===== src/rtl/pcl_cond_pkg.sv =====
package pcl_cond_pkg;

  typedef enum logic [2:0] {
    ROLE_STATUS = 3'd0,
    ROLE_INTR   = 3'd1,
    ROLE_ABORT  = 3'd2,
    ROLE_READY  = 3'd3,
    ROLE_ENCLK  = 3'd4
  } pcl_role_e;

  localparam logic [1:0] DEV_M6800 = 2'b01;
  localparam logic [1:0] DEV_RDY   = 2'b10;

  localparam logic [1:0] FN_STATUS = 2'b00;
  localparam logic [1:0] FN_INTR   = 2'b01;
  localparam logic [1:0] FN_ABORT  = 2'b10;

endpackage


===== src/rtl/pcl_rst_sync.sv =====
module pcl_rst_sync #(
  parameter int STAGES = 2
) (
  input  logic clk_i,
  input  logic arst_n_i,
  output logic rst_n_o
);
  logic [STAGES-1:0] chain_q;
  logic [STAGES-1:0] chain_d;

  always_comb begin
    chain_d = {chain_q[STAGES-2:0], 1'b1};
  end

  always_ff @(posedge clk_i or negedge arst_n_i) begin
    if (!arst_n_i) chain_q <= '0;
    else           chain_q <= chain_d;
  end

  assign rst_n_o = chain_q[STAGES-1];
endmodule


===== src/rtl/pcl_line_sync.sv =====
module pcl_line_sync #(
  parameter int STAGES = 2
) (
  input  logic clk_i,
  input  logic rst_n_i,
  input  logic line_i,
  output logic line_o
);
  logic [STAGES-1:0] stage_q;
  logic [STAGES-1:0] stage_d;

  always_comb begin
    stage_d = {stage_q[STAGES-2:0], line_i};
  end

  // idle level of the line is high
  always_ff @(posedge clk_i or negedge rst_n_i) begin
    if (!rst_n_i) stage_q <= '1;
    else          stage_q <= stage_d;
  end

  assign line_o = stage_q[STAGES-1];
endmodule


===== src/rtl/pcl_edge_qual.sv =====
module pcl_edge_qual #(
  parameter int STABLE = 2
) (
  input  logic clk_i,
  input  logic rst_n_i,
  input  logic level_i,
  output logic fall_o
);
  localparam int WIN = STABLE + 1;
  localparam logic [WIN-1:0] FALL_PAT = {1'b1, {STABLE{1'b0}}};

  logic [STABLE-1:0] hist_q;
  logic [STABLE-1:0] hist_d;
  logic [WIN-1:0]    window;

  always_comb begin
    hist_d = {hist_q[STABLE-2:0], level_i};
    window = {hist_q, level_i};
    fall_o = (window == FALL_PAT);
  end

  always_ff @(posedge clk_i or negedge rst_n_i) begin
    if (!rst_n_i) hist_q <= '1;
    else          hist_q <= hist_d;
  end

  // a qualified fall cannot repeat on the following cycle
  fall_spacing_chk: assert property (@(posedge clk_i) disable iff (!rst_n_i)
    fall_o |=> !fall_o);
endmodule


===== src/rtl/pcl_role_dec.sv =====
module pcl_role_dec
  import pcl_cond_pkg::*;
(
  input  logic [1:0] dev_type_i,
  input  logic [1:0] line_fn_i,
  output pcl_role_e  role_o
);
  always_comb begin
    if (dev_type_i == DEV_M6800) begin
      role_o = ROLE_ENCLK;
    end else if (dev_type_i == DEV_RDY) begin
      role_o = ROLE_READY;
    end else begin
      case (line_fn_i)
        FN_INTR:  role_o = ROLE_INTR;
        FN_ABORT: role_o = ROLE_ABORT;
        default:  role_o = ROLE_STATUS;
      endcase
    end
  end
endmodule


===== src/rtl/pcl_event_regs.sv =====
module pcl_event_regs
  import pcl_cond_pkg::*;
(
  input  logic      clk_i,
  input  logic      rst_n_i,
  input  logic      fall_i,
  input  pcl_role_e role_i,
  input  logic      started_i,
  input  logic      clr_i,
  output logic      flag_o,
  output logic      abort_o
);
  logic flag_q, flag_d, flag_set;
  logic abort_q, abort_d;

  always_comb begin
    flag_set = fall_i & ((role_i == ROLE_STATUS) | (role_i == ROLE_INTR));
    flag_d   = flag_set | (flag_q & ~clr_i);
    abort_d  = fall_i & (role_i == ROLE_ABORT) & started_i;
  end

  always_ff @(posedge clk_i or negedge rst_n_i) begin
    if (!rst_n_i) begin
      flag_q  <= 1'b0;
      abort_q <= 1'b0;
    end else begin
      flag_q  <= flag_d;
      abort_q <= abort_d;
    end
  end

  assign flag_o  = flag_q;
  assign abort_o = abort_q;


  flag_hold_chk: assert property (@(posedge clk_i) disable iff (!rst_n_i)
    (flag_q && !clr_i) |=> flag_q);


  flag_cause_chk: assert property (@(posedge clk_i) disable iff (!rst_n_i)
    $rose(flag_q) |-> $past(fall_i));


  abort_width_chk: assert property (@(posedge clk_i) disable iff (!rst_n_i)
    abort_q |=> !abort_q);


  abort_gate_chk: assert property (@(posedge clk_i) disable iff (!rst_n_i)
    abort_q |-> $past(started_i));
endmodule


===== src/rtl/pcl_conditioner.sv =====
module pcl_conditioner
  import pcl_cond_pkg::*;
#(
  parameter int SYNC_STAGES  = 2,
  parameter int STABLE_CLKS  = 2,
  parameter int RST_STAGES   = 2
) (
  input  logic       clk_i,
  input  logic       rst_n_i,
  input  logic       pcl_n_i,
  input  logic [1:0] dev_type_i,
  input  logic [1:0] line_fn_i,
  input  logic       chan_started_i,
  input  logic       int_en_i,
  input  logic       trans_clr_i,
  output logic       line_level_o,
  output logic       trans_flag_o,
  output logic       irq_o,
  output logic       abort_pulse_o,
  output logic       ready_o,
  output logic       enclk_o
);
  logic      rst_n_sync;
  logic      lvl_sync;
  logic      fall_q;
  pcl_role_e role;

  pcl_rst_sync #(.STAGES(RST_STAGES)) u_rst (
    .clk_i   (clk_i),
    .arst_n_i(rst_n_i),
    .rst_n_o (rst_n_sync)
  );

  pcl_line_sync #(.STAGES(SYNC_STAGES)) u_sync (
    .clk_i  (clk_i),
    .rst_n_i(rst_n_sync),
    .line_i (pcl_n_i),
    .line_o (lvl_sync)
  );

  pcl_edge_qual #(.STABLE(STABLE_CLKS)) u_qual (
    .clk_i  (clk_i),
    .rst_n_i(rst_n_sync),
    .level_i(lvl_sync),
    .fall_o (fall_q)
  );

  pcl_role_dec u_dec (
    .dev_type_i(dev_type_i),
    .line_fn_i (line_fn_i),
    .role_o    (role)
  );

  pcl_event_regs u_evt (
    .clk_i    (clk_i),
    .rst_n_i  (rst_n_sync),
    .fall_i   (fall_q),
    .role_i   (role),
    .started_i(chan_started_i),
    .clr_i    (trans_clr_i),
    .flag_o   (trans_flag_o),
    .abort_o  (abort_pulse_o)
  );

  always_comb begin
    line_level_o = lvl_sync;
    irq_o        = trans_flag_o & int_en_i;
    ready_o      = (role == ROLE_READY) & ~lvl_sync;
    enclk_o      = (role == ROLE_ENCLK) & ~lvl_sync;
  end

  // ready and enable-clock never both active
  role_excl_chk: assert property (@(posedge clk_i) disable iff (!rst_n_sync)
    $onehot0({ready_o, enclk_o}));

  // no abort pulse outside abort role combined with a set flag rise
  abort_noflag_chk: assert property (@(posedge clk_i) disable iff (!rst_n_sync)
    abort_pulse_o |-> !$rose(trans_flag_o));
endmodule


===== config.mk =====
export PLATFORM = sky130hd
export DESIGN_NAME = pcl_conditioner
export DESIGN_NICKNAME = d
export VERILOG_FILES = /design/src/rtl/pcl_cond_pkg.sv /design/src/rtl/pcl_rst_sync.sv /design/src/rtl/pcl_line_sync.sv /design/src/rtl/pcl_edge_qual.sv /design/src/rtl/pcl_role_dec.sv /design/src/rtl/pcl_event_regs.sv /design/src/rtl/pcl_conditioner.sv
export SDC_FILE = /design/constraint.sdc
export NUM_CORES = 1
export LEC_CHECK = 0
export ABC_AREA = 1
export BUFFER_PORTS_ARGS = -buffer_cell sky130_fd_sc_hd__buf_4
export CAP_MARGIN = 0
export CELL_PAD_IN_SITES_DETAIL_PLACEMENT = 1
export CELL_PAD_IN_SITES_GLOBAL_PLACEMENT = 2
export CORE_MARGIN = 10
export CORE_UTILIZATION = 24
export CTS_BUF_LIST = sky130_fd_sc_hd__clkbuf_8
export DETAILED_ROUTE_END_ITERATION = 10
export HOLD_SLACK_MARGIN = 0.08
export PLACE_DENSITY_LB_ADDON = 0.2
export SYNTH_ARGS = -nofsm -noshare
export SYNTH_HDL_FRONTEND = slang
export SYNTH_HIERARCHICAL = 1
export SYNTH_SLANG_ARGS = --single-unit

===== constraint.sdc =====
create_clock -name clk_i -period 0.8 [get_ports clk_i]
set_input_delay 0.04 -clock clk_i [delete_from_list [all_inputs] [get_ports clk_i]]
set_output_delay 0.04 -clock clk_i [all_outputs]
set_load 0.05 [all_outputs]

Yosys cells after proc, flatten, opt, wreduce, memory -nomap -nowiden --
Index checks and enable logic that the tools add are counted.
Operators by class: equality and inequality tests 9, muxes and demuxes 3, bitwise logic cells 11, reductions and logical operators 1
Operators with widths (count):
- 1-bit bitwise AND | 7
- 3-bit by 2-bit equality test with 1-bit output, second input constant | 2
- 3-bit equality test, second input constant | 2
- 3-bit two-way mux | 2
- 2-bit by 1-bit equality test with 1-bit output, second input constant | 2
- 2-bit equality test, second input constant | 2
- 2-bit one-hot mux with 2 select lines | 1
- 3-bit by 1-bit equality test with 1-bit output, second input constant | 1
- 3-bit logical NOT | 1
- 1-bit inverter | 2
- 1-bit OR | 2
Word-level totals: flip-flop bits (word level) 8

Longest topological paths before layout --
Gate-level depths: netlist of the first run.
depth after elaboration 8, gate-level depth with buffers 7, mapped depth without buffers 7

Hierarchy --
Netlist of the first run, hierarchy kept.
Modules (own cells, without submodules):
- pcl_event_regs | instances 1, cells an instance 12, area each 88.8 µm², sequential area each 50.0 µm²
- pcl_edge_qual | instances 1, cells an instance 5, area each 66.3 µm², sequential area each 52.6 µm²
- pcl_rst_sync | instances 1, cells an instance 3, area each 53.8 µm², sequential area each 50.0 µm²
- pcl_line_sync | instances 1, cells an instance 2, area each 52.6 µm², sequential area each 52.6 µm²
- pcl_role_dec | instances 1, cells an instance 13, area each 51.3 µm², sequential area each 0.0 µm²
- pcl_conditioner | instances 1, cells an instance 12, area each 45.0 µm², sequential area each 0.0 µm²

Least setup slack after synthesis of the first run --
OpenSTA, ideal clock, no wires.
path type register to output, from reg u_sync.stage_q[1], to out enclk_o, arrival time 1230 ps, data required time 760 ps, path slack -470 ps, cell stages (with the launch flop) 4, cells stage by stage dfstp_2 -> inv_2 -> nand2_1 -> nor2_1
On the way: word-level cells in the longest chain between the ends 2
RTL lines:
- from (decl) | line pcl_line_sync.sv:9 | logic [STAGES-1:0] stage_q;
- from (signal assigned) | line pcl_line_sync.sv:19 | else stage_q <= stage_d;
- 1-bit inverter | line pcl_conditioner.sv:69 | enclk_o = (role == ROLE_ENCLK) & ~lvl_sync;
- 1-bit bitwise AND | line pcl_conditioner.sv:69
- to (decl) | line pcl_conditioner.sv:21 | output logic enclk_o
Every way passes these cells.

Final worst setup path of the first run --
from reg u_sync.stage_q[1], to out ready_o
On the way: word-level cells in the longest chain between the ends 2
RTL lines:
- 1-bit inverter | line pcl_conditioner.sv:68 | ready_o = (role == ROLE_READY) & ~lvl_sync;
- 1-bit bitwise AND | line pcl_conditioner.sv:68
- to (decl) | line pcl_conditioner.sv:20 | output logic ready_o,
Every way passes these cells.

==> results of run 1 <==
[state kept, by name (all words and copies together) (netlist names)]
register        cells
u_qual/hist_q       2
u_rst/chain_q       2
u_sync/stage_q      2
u_evt/abort_o       1
u_evt/flag_o        1
[per-stage QoR]
step | area [um2] | worst slack (ps) | power, W | std cells | setup TNS (ps)
6_report | 682 | -295 | 0.00115 | 91 | -1610
5_1_grt | 682 | -338 | 0.00123 | 91 | -1940
4_1_cts | 679 | -296 | 0.00117 | 91 | -1670
3_5_place_dp | 537 | -101 | 0.000635 | 81 | -445
3_3_place_gp | 537 | -87.7 | 0.000632 | 81 | -394
2_1_floorplan | 375 | -267 | 0.000548 | 47 | -1080
[cell families (layout without fill, tap and decap cells)]
kind of cell           after synthesis  after routing  share of synthesized area
buffers and inverters               14             43                      0.147
DFF                                  8              8                      0.573
other                                1              1                     0.0105
and+or+nand+nor                     24             24                      0.269
[area by class of cell]
class                           count  area (um2)
Tap cell                           15        18.8
Inverter                           14        56.3
Sequential cell                     8         206
Fill cell                         166         668
Timing Repair Buffer               25         235
Multi-Input combinational cell     25         120
Clock inverter                      1        3.75
Clock buffer                        3        41.3
[worst paths after layout]
kind | from | slack [ps] | end
max | u_sync/stage_q[1] | -300 | ready_o
min | u_rst/chain_q[1] | 90 | u_evt/abort_o
max reg2reg | u_sync/stage_q[1] | -250 | u_evt/flag_o
min reg2reg | u_rst/chain_q[1] | 90 | u_evt/abort_o
max in group asynchronous | u_rst/chain_q[1] | 440 | u_qual/hist_q[0]
min in group clk_i | dev_type_i[1] | 240 | u_evt/abort_o
[critical path: cells and delay by family, from the launching register on]
family                 cells  cell delay [ps]
buffers and inverters      2              190
DFF                        1              540
and+or+nand+nor            2              110
[layout by cell type (no fill, tap or decap), drive strengths merged]
cell / netlist / routed
dfstp: 4 / 4
nand3: 1 / 1
clkbuf: 0 / 3
conb: 1 / 1
dlygate4sd3: 0 / 4
nor2: 7 / 7
nand2: 16 / 16
inv: 14 / 14
dfrtp: 4 / 4
clkinvlp: 0 / 1
buf: 0 / 21
[metal layers]
layer,global-route usage,vias to the layer above
li1,-,186
met1,0.0572,151
met2,0.0971,11
met3,0.0558,0
met4,0,0
met5,0,-
[where the power goes]
group          total [W]  internal (W)  switching (W)  leakage (nW)
clock           0.000477      0.000331       0.000146        0.0269
combinational   0.000225      0.000113       0.000112         0.249
sequential      0.000450      0.000434      0.0000157        0.0913
total            0.00115      0.000879       0.000274         0.367
[repair_timing]
action | CTS | global route
buffers inserted | 2 | 0
resized for setup | 13 | 1
hold buffers | 4 | 0
setup endpoints to repair | 8 | 8
hold endpoints to repair | 5 | 0
pin swaps | 1 | 2
==> run metrics, run 1 <==
initial antenna violation count=0; Routed met2 length=445 um; crit end category=primary output; failing checks=setup timing; Buffers on Ports=15; Iteration-0 DRC Markers=2; top post-synthesis cells by count=nand2_1 (15), inv_1 (13), nor2_1 (6), dfrtp_1 (4), dfstp_2 (4); most common cell in the netlist=nand2_1; met3 wire length=between 100 and 150 um; pin count of the biggest net entering global routing=7; Die X-Extent=approximately 59 um; Mapped Nets=57; layout overhead on the synthesized area=90.6%; share of cells above drive strength 1=0.526; crit start category=flip-flop; Worst VDD drop=~0.0014 V; die footprint=3440 um2; nets=87; Max Cap Viol=0; FF+latch count, synth=8; CTS Buffer Depth=2; WP data required=760 ps; final max-slew violation count=0; H-tree Lvls=1; ant diodes=0; GRT Util Overall=0.0592; worst hold path class=reg2async; I/O pin cnt=16; FP Rows=13; CTS tree=built; status=finished, violations left; via count=348; final worst-path cycle share=1.37; Core ar.=1350 um2; vias per inst=3.82; Leak=0.367 nW; Post-synth ARST share=1.00; uppermost layer routed=met3; CTS clk-pin slew, worst paths=40 ps; number of global-route vias before repair=about 370; first-pass GRT wire length=1.59 mm; number of routed nets with antenna violations=0; Hold WS=91.2 ps; CP arrival=1060 ps; Congestion Overflow GR=0; Synth Warn #=6; dpl hpwl=728 um; leading area contributor after synthesis=dfstp_2; clock tree sinks=8; post-synth cell types=10; Chip Height=58.6 um; Initial Util=0.265; clock skew=roughly 7.7 ps; Gate Count Post-Synth=47; routed wire length per instance=10.2 um; Cell Chain, Critical Path=inv_2 > nand2_2 > nor2_4 > buf_6; critical path class=reg2out; Critical Path Max Stage Delay=between 500 and 600 ps; GPL Wtd Cong=between 0.6 and 0.7; share of the synthesized area in the top cell type=0.294; Max Freq=0.913 GHz; crit path max fanout=3; Pre-antenna DRT Iters=4; synthesized cell area=358 um2; cts bufs inserted=3; latest clock arrival within the worst-skew pair=230 ps; count of flip-flops with a built-in enable after synthesis=0; # DRC=0; drt total wl=around 930 um; M1 wire length=approximately 360 um; Finish-stage setup viols=7; Most used DFF post-synth=dfstp_2; PnR worst setup slack=-295 ps; Hold Fails Final Rpt=0; PwrDens=1690 nW/um2; Seq/Total Area, Yosys=0.573; CTS Root Cell=clkbuf_8; FF-to-FF path depth=7; final core occ=0.505; RSZ-0062 raised after global routing=true; Critical Path Slowest Stage Cell=dfstp_2; Synth Area per Inst=7.61 um2; dominant cells by area after synthesis=dfstp_2 (29%), dfrtp_1 (28%), nand2_1 (16%); minimum clock period=about 1100 ps
Power figures use the tool's default switching activity.
==> run 2, diff against run 1 <==
--- a/config.mk
+++ b/config.mk
@@ -7,7 +7,6 @@
 export LEC_CHECK = 0
 export ABC_AREA = 1
 export BUFFER_PORTS_ARGS = -buffer_cell sky130_fd_sc_hd__buf_4
-export CAP_MARGIN = 0
 export CELL_PAD_IN_SITES_DETAIL_PLACEMENT = 1
 export CELL_PAD_IN_SITES_GLOBAL_PLACEMENT = 2
 export CORE_MARGIN = 10
==> constraint.sdc (replaced) <==
create_clock -name clk_i -period 1.1 [get_ports clk_i]
set_input_delay 0.055 -clock clk_i [delete_from_list [all_inputs] [get_ports clk_i]]
set_output_delay 0.055 -clock clk_i [all_outputs]
set_load 0.05 [all_outputs]
==> run 2 against run 1 <==
  * The run still ends with setup timing left
  * Non-clock buffer count is 5 lower
  * Routed wire length rose by 2.8%
  * Count of clock-buffer cells in the layout is the same
  * Clock power shrank 24%
  * Sequential share of layout area is 4.0 points higher
  * Core utilization fell by 6.1 points
  * First-iteration DRC count shrank 100%
  * Total power decreased by 29%
  * Register-to-register slack gained 360 ps
  * Design area down 12%
  * Sequential power fell by 28%
  * Largest cell class is now flip-flops and latches
  * Largest power group unchanged
==> run metrics, run 2 (synthesis gave the netlist of run 1 again) <==
Reg2Reg Launch Point=u_sync/stage_q[1]; clock tree sinks=8 (unchanged); critical path class=reg2out; clock power share=0.441 (+0.027); GRT Util Overall=0.0592 (about the same); Pre-antenna DRT Iters=1 (-3); routed wire length per instance=11.1 um (+8.8%); Max Freq=0.902 GHz; dpl hpwl=755 um (+3.8%); minimum clock period=1110 ps; Critical Path Slowest Stage Cell=dfstp_2; I/O pin cnt=16 (unchanged); Finish-stage setup viols=2 (-5); crit end category=primary output; Initial Util=0.265 (unchanged); Die X-Extent=58.6 um (unchanged); final max-slew violation count=0 (unchanged); via count=334 (-4.0%); CTS Root Cell=clkbuf_8; sw power=0.000204 W (-25%); # DRC=0 (unchanged); cts bufs inserted=3 (unchanged); sw frac=0.249 (+0.0114); setup_tns=-16.7 ps (+1590 ps); register share of total power=0.397 (+0.006); latest clock arrival within the worst-skew pair=230 ps (about the same); nets=82 (-5.7%); FP Rows=13 (unchanged); Critical Path Max Stage Delay=550 ps (about the same); failing checks=setup timing; share of cells above drive strength 1=0.423 (-0.104); Cell Chain, Critical Path=inv_2 > nand2_2 > nor2_2 > buf_6; FF-to-FF End=u_evt/flag_o; Gate power share=0.162 (-0.033); crit start category=flip-flop; status=finished, violations left; H-tree Lvls=1 (unchanged); Chip Height=58.6 um (unchanged); GPL Wtd Cong=0.627 (-1.5%); CTS tree=built; Iteration-0 DRC Markers=0 (-2); PnR worst setup slack=-8.65 ps (+287 ps); worst hold path class=reg2async; worst slack, placed=175 ps (+276 ps); first-pass GRT wire length=1.52 mm (-4.7%); CP arrival=1050 ps (about the same); number of routed nets with antenna violations=0 (unchanged); CP Buf/Inv Count=2 (unchanged); Core ar.=1350 um2 (unchanged); FF-to-FF path depth=6 (-1); internal power=0.000616 W (-30%); RSZ-0062 raised after global routing=true; Max Cap Viol=0 (unchanged); Hold WS=89.1 ps (-2.09 ps); CP delay by family, top=flip-flops; ant diodes=0 (unchanged); Hold Fails Final Rpt=0 (unchanged); WP data required=1040 ps (+280 ps); PwrDens=1370 nW/um2 (-19%); final worst-path cycle share=1.01; Buffers on Ports=15 (unchanged); most frequent cells in the layout=inv_1 (14), buf_4 (14), nand2_1 (13); CTS Buffer Depth=2 (unchanged); layout overhead on the synthesized area=67.5%; drt total wl=957 um (+2.8%); Leak=0.344 nW (-6.1%); number of global-route vias before repair=348 (-5.7%); initial antenna violation count=0 (unchanged); largest registers=u_qual/hist_q: 2 flops, u_rst/chain_q: 2 flops, u_sync/stage_q: 2 flops; CTS clk-pin slew, worst paths=50 ps (about the same); die footprint=3440 um2 (unchanged); Worst VDD drop=0.00105 V (-26%); Congestion Overflow GR=0 (unchanged); R2R setup slack=110 ps (+360 ps); crit path max fanout=3 (unchanged); pin count of the biggest net entering global routing=7 (unchanged); vias per inst=3.88 (+1.6%); clock skew=10.9 ps (+3.20 ps)
[run 2: changes by cell type in the layout (fill, tap and decap cells not counted), sizes merged]
cell	delta
buf	-5
clkinvlp	-1
inv	+1
[run 2: worst max-delay path by stage]
stage / from / endpoint / slack [ps] / depth (start not counted)
6_report: u_sync/stage_q[1] / enclk_o / -9 / 4
2_1_floorplan: u_evt/flag_o / irq_o / 6 / 2
4_1_cts: u_sync/stage_q[1] / enclk_o / -20 / 4
5_1_grt: u_sync/stage_q[1] / ready_o / -60 / 4
3_3_place_gp: u_sync/stage_q[1] / ready_o / 190 / 4
3_5_place_dp: u_sync/stage_q[1] / ready_o / 180 / 4
[run 2: final cells by class]
class | count | area (um2)
fill | 175 | 751
sequential | 8 | 205
timing repair buffer | 20 | 168
multi-input combinational | 25 | 110
inverter | 14 | 52.6
clock buffer | 3 | 41.3
tap | 15 | 18.8
clock inverter | 1 | 3.75
[run 2: repair_timing]
| item | 4_1_cts | 5_1_grt |
|---|---|---|
| pin swaps | 2 | 0 |
| hold endpoints to repair | 5 | 0 |
| gates resized for setup | 4 | 0 |
| gates cloned | 0 | 0 |
| hold buffers | 4 | 0 |
| endpoints found under the setup margin | 2 | 2 |
| buffers inserted | 1 | 0 |
[run 2: routing by layer]
| layer | wire [um] | GRT usage | vias to the layer above |
|---|---|---|---|
| li1 | - | - | 174 |
| met1 | 372 | 0.0535 | 146 |
| met2 | 454 | 0.0941 | 14 |
| met3 | 130 | 0.0601 | 0 |
| met4 | 0 | 0.00984 | 0 |
| met5 | 0 | 0 | - |
[run 2: power by group through the flow]
stage | combinational, W | clock [W] | sequential (W)
6_report | 0.000132 | 0.000362 | 0.000325
5_1_grt | 0.000145 | 0.000404 | 0.000328
4_1_cts | 0.000134 | 0.000381 | 0.000326
3_5_place_dp | 0.000115 | 0 | 0.000331
3_3_place_gp | 0.000114 | 0 | 0.000330
2_1_floorplan | 0.0000504 | 0 | 0.000344
[run 2: per-stage QoR]
step	utilization	area [um2]	total power (W)	std cells
floorplan	-	363	0.000394	47
global placement	0.366	494	0.000444	77
detailed placement	0.366	494	0.000446	77
CTS	0.444	599	0.000842	86
global route	0.444	599	0.000877	86
finish	0.444	599	0.000820	86
==> run 3, diff against run 2 <==
--- a/config.mk
+++ b/config.mk
@@ -5,14 +5,13 @@
 export SDC_FILE = /design/constraint.sdc
 export NUM_CORES = 1
 export LEC_CHECK = 0
-export ABC_AREA = 1
 export BUFFER_PORTS_ARGS = -buffer_cell sky130_fd_sc_hd__buf_4
 export CELL_PAD_IN_SITES_DETAIL_PLACEMENT = 1
 export CELL_PAD_IN_SITES_GLOBAL_PLACEMENT = 2
-export CORE_MARGIN = 10
-export CORE_UTILIZATION = 24
+export CORE_AREA = 10 10 47 49
 export CTS_BUF_LIST = sky130_fd_sc_hd__clkbuf_8
 export DETAILED_ROUTE_END_ITERATION = 10
+export DIE_AREA = 0 0 57 59
 export HOLD_SLACK_MARGIN = 0.08
 export PLACE_DENSITY_LB_ADDON = 0.2
 export SYNTH_ARGS = -nofsm -noshare
==> run 3 against run 2 <==
  * The run still ends with setup timing left
  * Total power up 2.5%
  * Die area fell by 2.1%
  * Sequential share of layout area is 2.1 points lower
  * Final cell count is 21% lower
  * Global-route usage is 0.30 points lower
  * Clock power decreased by 1%
  * Maximum frequency down 14%
  * Largest power group unchanged
==> run metrics, run 3 <==
Chip Height=59 um (+0.66%); initial antenna violation count=0 (unchanged); routed wire length per instance=12.2 um (+10%); Mapped Nets=34 (-40%); crit start category=flip-flop; Critical Path Max Stage Delay=610 ps (+60 ps); R2R setup slack=-140 ps (-250 ps); Max Cap Viol=0 (unchanged); synthesized cell area=350 um2 (-2.1%); post-synth cell types=16 (+6); layout overhead on the synthesized area=85.7%; leading area contributor after synthesis=dfstp_2; Hold Fails Final Rpt=0 (unchanged); number of fill cells=165 (-5.7%); Pre-antenna DRT Iters=1 (unchanged); pin count of the biggest net entering global routing=7 (unchanged); share of the synthesized area in the top cell type=0.300 (+0.00629); Synth Warn #=6 (unchanged); status=finished, violations left; FP Rows=14 (+1); total power=0.000841 W (+2.5%); count of flip-flops with a built-in enable after synthesis=0 (unchanged); CP arrival=1240 ps (+190 ps); final worst-path cycle share=1.17 (+0.165); die footprint=3360 um2 (-2.1%); minimum clock period=1290 ps (+182 ps); FF+latch count, synth=8 (unchanged); H-tree Lvls=1 (unchanged); CP delay by family, top=flip-flops; failing checks=setup timing; crit end category=primary output; Congestion Overflow GR=0 (unchanged); Initial Util=0.250 (-0.0151); Crit. path cell count=2 (-2); RSZ-0062 raised after global routing=true; final instance count without filler cells=68 (-21%); Finish-stage setup viols=5 (+3); PnR worst setup slack=-191 ps (-182 ps); worst hold path class=reg2async; Reg2Reg Launch Point=u_sync/stage_q[1]; top post-synthesis cells by count=dfrtp_1 (4), dfstp_2 (4), maj3_2 (2), nor2b_4 (2); vias per inst=4.09 (+5.3%); Synth Area per Inst=14.6 um2 (+92%); latest clock arrival within the worst-skew pair=230 ps (about the same); CP Buf/Inv Count=1 (-1); crit path max fanout=3 (unchanged); clock skew=3.68 ps (-7.24 ps); number of routed nets with antenna violations=0 (unchanged); most frequent cells in the layout=buf_4 (16), dlygate4sd3_1 (4), dfrtp_1 (4); FF-to-FF End=u_evt/abort_o; critical path class=reg2out; # DRC=0 (unchanged); Critical Path Slowest Stage Cell=dfstp_4; WP data required=1040 ps (about the same); clock tree sinks=8 (unchanged); final max-slew violation count=0 (unchanged); CTS Buffer Depth=2 (unchanged); dominant cells by area after synthesis=dfstp_2 (30%), dfrtp_1 (29%), nor2b_4 (7.9%); share of cells above drive strength 1=0.750 (+0.327); Core ar.=1400 um2 (+3.8%); placed cell count=58 (-25%); I/O pin cnt=16 (unchanged); beginning of the critical path=u_sync/stage_q[1]; largest registers=u_qual/hist_q: 2 flops, u_rst/chain_q: 2 flops, u_sync/stage_q: 2 flops; Leak=0.303 nW (-12%); CTS clk-pin slew, worst paths=40 ps (about the same); drt total wl=832 um (-13%); PwrDens=1290 nW/um2 (-5.6%); GRT Util Overall=0.0562 (-0.00297); GPL Wtd Cong=0.658 (+4.9%); Cell Chain, Critical Path=and4bb_2 > buf_6; worst slack, placed=-90.1 ps (-265 ps); Post-synth ARST share=1.00 (unchanged); via count=278 (-17%); Buffers on Ports=15 (unchanged); CTS Root Cell=clkbuf_8; first-pass GRT wire length=1.48 mm (-2.3%); Iteration-0 DRC Markers=0 (unchanged); CTS tree=built; number of global-route vias before repair=335 (-3.7%); Seq/Total Area, Yosys=0.586 (+0.0123); cts bufs inserted=3 (unchanged); Worst VDD drop=0.000890 V (-15%); setup_tns=-770 ps (-754 ps); Die X-Extent=57 um (-2.8%); nets=63 (-23%); commonest non-fill, non-tap cell in the layout=buf_4; final core occ=0.464 (+0.0204); ant diodes=0 (unchanged); FF-to-FF path depth=5 (-1); Max Freq=0.775 GHz (-14%); Gate Count Post-Synth=24 (-49%); dpl hpwl=669 um (-11%); Most used DFF post-synth=dfstp_2
[run 3: changes by cell type in the layout (fill, tap and decap cells not counted), sizes merged, moves of 2 or more]
cell   change
nand2     -15
inv       -12
nor2       -6
buf        +4
maj3       +2
nor2b      +2
[run 3: through the flow]
stage	cell area, um2	hold slack (ps)
floorplan	364	-241
finish	651	86.4
detailed placement	519	-162
global placement	519	-162
CTS	633	100
global route	651	108
[run 3: kinds of logic (layout without fill, tap and decap cells)]
family / Yosys count / count (layout) / synth area share
and+or+nand+nor: 10 / 10 / 0.300
DFF: 8 / 8 / 0.586
buffers and inverters: 2 / 30 / 0.0214
adders and majority gates: 2 / 2 / 0.0643
AOI/OAI and AO/OA: 1 / 1 / 0.0179
other: 1 / 1 / 0.0107
[run 3: power breakdown]
part / switching (W) / internal (W) / leakage (nW)
Clock: 0.000116 / 0.000242 / 0.0269
Combinational: 0.0000711 / 0.0000849 / 0.183
Sequential: 0.0000103 / 0.000316 / 0.0932
Total: 0.000198 / 0.000643 / 0.303
[run 3: area by class of cell]
| cell class | instances | area, um2 | share of cell area |
|---|---|---|---|
| multi-input combinational | 14 | 160 | 0.246 |
| tap | 16 | 20.0 | 0.0308 |
| clock buffer | 3 | 41.3 | 0.0635 |
| timing repair buffer | 24 | 209 | 0.321 |
| sequential | 8 | 209 | 0.321 |
| clock inverter | 1 | 3.75 | 0.00577 |
| inverter | 2 | 7.51 | 0.0115 |
[run 3: how the worst max path moves through the flow]
stage	end	slack, ps
2_1_floorplan	enclk_o	-120
3_3_place_gp	enclk_o	-70
3_5_place_dp	enclk_o	-90
4_1_cts	enclk_o	-200
5_1_grt	enclk_o	-240
6_report	ready_o	-190
[run 3: repair_timing]
item,CTS,global route
endpoints found under the hold margin,5,0
setup buffers,1,1
hold buffers,4,0
pin swaps,0,2
resized for setup,5,2
setup endpoints to repair,3,5
[run 3: per-layer routing]
layer  routed length (um)  vias to the layer above  global-route usage  part of all wire
li1                     -                      134                   -                 -
met4                    0                        0              0.0302                 0
met2                  438                       11              0.0946              0.53
met5                    0                        -                   0                 0
met1                  332                      133              0.0534              0.40
met3                   62                        0              0.0322             0.075
